$ cat src/rtl/trap_compare.sv
module trap_compare #(
  parameter int DATA_W = 64,
  parameter int WORD_W = 32,
  parameter int CODE_W = 4,
  parameter logic [CODE_W-1:0] TRAP_CODE = 4'h2
) (
  input  logic              clk,
  input  logic              rst_n,
  input  logic              start,
  input  logic              dword,
  input  logic [DATA_W-1:0] opa,
  input  logic [DATA_W-1:0] opb,
  input  logic [4:0]        cond_mask,
  output logic              done,
  output logic              trap,
  output logic [CODE_W-1:0] cause
);
  localparam int PAD_W = DATA_W - WORD_W;

  logic [DATA_W-1:0] a_u, b_u, a_s, b_s;
  logic [4:0]        rel;
  logic              hit;

  // word form: zero-extend for unsigned, sign-extend from bit WORD_W-1 for signed
  assign a_u = dword ? opa : {{PAD_W{1'b0}}, opa[WORD_W-1:0]};
  assign b_u = dword ? opb : {{PAD_W{1'b0}}, opb[WORD_W-1:0]};
  assign a_s = dword ? opa : {{PAD_W{opa[WORD_W-1]}}, opa[WORD_W-1:0]};
  assign b_s = dword ? opb : {{PAD_W{opb[WORD_W-1]}}, opb[WORD_W-1:0]};

  assign rel[4] = $signed(a_s) < $signed(b_s);
  assign rel[3] = $signed(a_s) > $signed(b_s);
  assign rel[2] = a_u == b_u;
  assign rel[1] = a_u < b_u;
  assign rel[0] = a_u > b_u;

  assign hit = |(rel & cond_mask);

  always_ff @(posedge clk) begin
    if (!rst_n) begin
      done  <= 1'b0;
      trap  <= 1'b0;
      cause <= '0;
    end else begin
      done <= start;
      if (start) begin
        trap  <= hit;
        cause <= hit ? TRAP_CODE : '0;
      end
    end
  end

  a_r10_done_follows_start: assert property (@(posedge clk) disable iff (!rst_n)
    start |=> done);
  a_r10_done_single: assert property (@(posedge clk) disable iff (!rst_n)
    done |-> $past(start));
  a_r10_result_holds: assert property (@(posedge clk) disable iff (!rst_n)
    !start |=> ($stable(trap) && $stable(cause)));
  a_r9_zero_mask: assert property (@(posedge clk) disable iff (!rst_n)
    (start && cond_mask == 5'h00) |=> !trap);
  a_r9_full_mask: assert property (@(posedge clk) disable iff (!rst_n)
    (start && cond_mask == 5'h1f) |=> trap);
  a_r11_cause_code: assert property (@(posedge clk) disable iff (!rst_n)
    trap == (cause == TRAP_CODE));
  a_r7_word_equal: assert property (@(posedge clk) disable iff (!rst_n)
    (start && !dword && cond_mask == 5'h04 && opa[WORD_W-1:0] == opb[WORD_W-1:0]) |=> trap);
endmodule

$ cat config.mk
export PLATFORM = sky130hd
export DESIGN_NAME = trap_compare
export DESIGN_NICKNAME = d
export VERILOG_FILES = /design/src/rtl/trap_compare.sv
export SDC_FILE = /design/constraint.sdc
export NUM_CORES = 1
export LEC_CHECK = 0
export CAP_MARGIN = 20
export CORE_AREA = 2 2 107 109
export DETAILED_ROUTE_END_ITERATION = 8
export DIE_AREA = 0 0 109 111
export GPL_TIMING_DRIVEN = 1
export REMOVE_ABC_BUFFERS = 1
export SLEW_MARGIN = 25
export SYNTH_ARGS = -nofsm -noshare
export SYNTH_HDL_FRONTEND = slang
export SYNTH_SLANG_ARGS = --single-unit
$ cat constraint.sdc
create_clock -name clk -period 10.05 [get_ports clk]
set_clock_uncertainty 0.2 [all_clocks]
set_input_delay 2.01 -clock clk [delete_from_list [all_inputs] [get_ports clk]]
set_output_delay 2.01 -clock clk [all_outputs]
set_load 0.03 [all_outputs]
Yosys cells after proc, flatten, opt, wreduce, memory -nomap -nowiden
Index checks and enable logic that the tools add are counted.
- equality and inequality tests: 1
- divide/modulo/power cells: 0
- add/subtract/negate cells: 0
- bitwise operators: 1
- shift-type cells: 0
- mux-type cells: 5
- multiply operators: 0
- $lt $le $gt $ge: 4
- reductions and logical operators: 1
- operators with widths (kind ; number):
    $mux W64 ; 4
    $gt A64 B64 Y1 ; 2
    $lt A64 B64 Y1 ; 2
    $eq A64 B64 Y1 ; 1
    $and A5 B5 Y5 ; 1
    $reduce_or A5 Y1 ; 1
    $mux W2 ; 1
- memories: 0
- register bits after elaboration: 6
- latch bits: 0
- output and inout bits: 6
- memory bits (read-only): 0
- input bits: 137
- logic and storage cells: 15
- RAM bits: 0

Depth between registers and ports, before layout
- depth after elaboration: 5
- gate-level depth with buffers: 13
- gate-level depth less buffers: 12

Worst setup path after synthesis
Ideal clock, no wire load.
- kind: input to register
- start: in dword
- end: reg cause[1]
- data required time: 9.788 ns
- path buffers: 2
- data arrival time: 4.763 ns
- cell stages on the path: 12
- slack: 5.024 ns
- setup time: 0.062 ns
- cell sequence: clkbuf_1 > buf_1 > a21oi_1 > ha_1 > a21oi_2 > o21ai_1 > a221o_1 > a211o_1 > a2111o_1 > or3_1 > a211oi_1 > nand3b_1
- word-level cells in the longest chain between the ends: 5
- elaborated cells on any way between the ends: 12
- RTL lines (what ; RTL line ; source):
    from (decl) ; 10 ; input logic dword,
    $mux W64 (on tied branches) ; - ;
    $gt A64 B64 Y1, or another cell as far along ; 34 ; assign rel[0] = a_u > b_u;
    $and A5 B5 Y5 (*) ; 36 ; assign hit = |(rel & cond_mask);
    $reduce_or A5 Y1 (*) ; 36 ;
    $mux W2 (*) ; 47 ; cause <= hit ? TRAP_CODE : '0;
    to (signal assigned) ; 47 ;
    to (decl) ; 16 ; output logic [CODE_W-1:0] cause
Mark *: on every way between the ends. The rest lies on a longest branch, timed or not.
A chain may end at the register's enable or synchronous reset.

Final worst setup path
Ends and elaborated chain as after synthesis.

==> out/metrics.cfg <==
[status]
status = finished, final reports clean

[worst_setup_path]
critical_path_class = in2reg
critical_path_arrival_ns = 5.69
reg2reg_depth = 4
cp_data_required_time_ns = 10.01
worstReg2RegStart = cause[1]
critical_path_launch_point_type = input port
worst_r2r_endpoint = cause[1]
worst-r2r-setup-slack_ns = 8.79
worst_setup_ep_type = register
crit_path_max_fanout = 98

[placed_design]
dp_worst_setup_slack_ns = 4.13
placement.io_buffers = 139
routabilityCongestion = 0.846
dp.final_hpwl_mm = 8.30

[sta]
tns_ns = 0
timing.max_slew.rel_slack = 0.453
post-route-min-period_ns = 5.73
finalMaxSlewViolations = 0
max_freq_mhz = 174
rsz0062_at_grt = no
setup_ws_ns = 4.32
final-hold-violation-count = 0
finalSetupViolations = 0
fin_worst_hold_slack_ns = 0.598
worst_slew_pin_slew_ns = 0.821
period_share = 0.571

[hold_path]
min_path_type = reg2reg
hold_path_end = cause[1]
number_of_cells_traversed_by_the_worst_hold_path = 3
hold_path.startpoint = cause[1]

[global_routing]
globalRouteMet3Util = 0.0464
grt_pass1_vias = 3569
grt.busiest_layer = met2
grt_pass1_wl_mm = 15.7
global_route.overflow_total = 0
antenna_found_initial = 0
globalRouteMet1Util = 0.183
gr_met2_demand_resource = 0.284
grt_max_degree = 99
grtUsageTotal = 0.157

[synthesis]
synth.area.top_cells = ha_1, a21oi_1, nand2_1, and2_1, nand2b_1
number_of_flops_mapped_to_enable_cells_by_yosys = 0
post_synth_inst_count = 446
synthDominantAreaCellType = ha_1
syn_avg_cell_area_sq_um = 6.92
yosysUniqueCellTypes = 39
dominantRegCellSynth = dfxtp_1
synth_warnings = 0
syn_area_sq_um = 3090
ys_async_sr_fraction = 0
ys_seq_elements = 2
yosys.area.top_type_share = 0.389
synth_seq_area_share = 0.0130

[cts]
cts_max_path_buffers = 2
path_clk_slew_ns = 0.03
cts_repair_resize_count = 0
cts.root.buffer_cell = clkbuf_16
cts.hold.buffers_added = 0
post-cts-setup-buffers = 0
htreeDepth = 1
cts_made_buffers = 3
clk_sinks = 2
clkLatencyLatePin_ns = 0.22
tritoncts = built

[power]
power_density_over_cell_area_nw_per_um2 = 57.0
leakagePower_uw = 0.00220
vdd_drop_max_mv = 0.0486

[detailed_routing]
dr.first_iter.drc_count = 105
drt-wirelength-per-cell_um = 13.5
post-route-drc-count = 0
first_pass_iters = 4
route.vias.total = 3514
detail_route.wirelength_mm = 9.63
viasPerCell = 4.91
detail_route_antenna_nets = 0

[die]
dieHeight_um = 111
dieArea_sq_um = 12100
core-area_sq_um = 11100
placementRows = 39
design.portCount = 143
floorplan.initialDensity = 0.279
chipWidth_um = 109

[layout]
nNetsFinal = 808
antenna_cells = 0
layout_commonest_cell = clkdlybuf4s50_1
layout-drive-gt1-share = 0.0209
layout-area-overhead-vs-synth_pct = 51.3
mostFrequentLayoutCells = clkdlybuf4s50_1, ha_1, a21oi_1

[flow_run]
maxCapViolCount = 0

## routing by layer
metal / vias to the layer above / share of wire
li1: 1844 / -
met2: 129 / 0.47
met3: 6 / 0.11
met5: - / 0
met1: 1535 / 0.42
met4: 0 / 0.0090
## sequential cells by signal (all words and copies together) (netlist names)
register,count
cause,1
done,1
## stage by stage
step | util | area (sq um) | power [uW] | std cells
3_5_place_dp | 0.415 | 4590 | 207 | 713
4_1_cts | 0.421 | 4670 | 269 | 716
3_3_place_gp | 0.415 | 4590 | 203 | 713
5_1_grt | 0.421 | 4670 | 294 | 716
6_report | 0.421 | 4670 | 266 | 716
2_1_floorplan | - | 3000 | 115 | 428
## kinds of logic after synthesis
family          count (synthesis)  share of synthesized area
fa+ha+maj                      96                      0.389
compound gates                116                      0.219
other cells                     1                    0.00122
flops                           2                     0.0130
buf+inv                        55                     0.0718
simple gates                  176                      0.305
## where the power goes
group	switching (uW)	internal, uW
logic	89.6	107
clock network	8.63	50.6
registers	1.26	9.09
total	99.5	167
## worst max-delay path, cell delays in order
cell,delay (ns)
buf_2,0.07
buf_4,0.62
nand2b_1,0.19
buf_4,0.31
nand2b_1,0.11
ha_1,0.34
a21oi_2,0.15
o21ai_1,0.09
a221o_1,0.35
a211o_1,0.24
a2111o_1,0.43
or3_1,0.38
a211oi_1,0.23
nand3b_1,0.13
## Yosys cell counts, types with 2 or more instances
cell type  number
a21o_1          7
or4_1           2
nor2_1          6
nand4_1        16
or3_1           2
a21oi_2         2
a21oi_1        72
and2_1         33
o21ai_0        14
nor3_1          2
a221oi_1        3
nand3_1         8
inv_1          35
dfxtp_1         2
nand2_1        60
nand2b_1       33
o211a_1         2
buf_1           3
nand3b_1        2
ha_1           96
o211ai_1        2
buf_4           4
a31oi_1         2
and4_1          4
o21a_1          3
nor2b_1         2
clkbuf_1       13
nor4_1          4
a211oi_1        2
## worst max-delay path by stage
stage / startpoint / to / cells after the start
finish: dword / cause[1] / 14
global route: dword / cause[1] / 14
CTS: dword / cause[1] / 14
detailed placement: dword / cause[1] / 14
global placement: dword / cause[1] / 14
floorplan: opb[31] / cause[1] / 12
## layout make-up
| type | instances | area, sq um |
|---|---|---|
| clock buffers | 3 | 75.1 |
| fillers | 1162 | 6410 |
| inverters | 35 | 131 |
| multi-input cells | 391 | 2830 |
| flip-flops and latches | 2 | 40.0 |
| well taps | 143 | 179 |
| repair buffers | 142 | 1410 |
(Power assumes the default switching activity.)
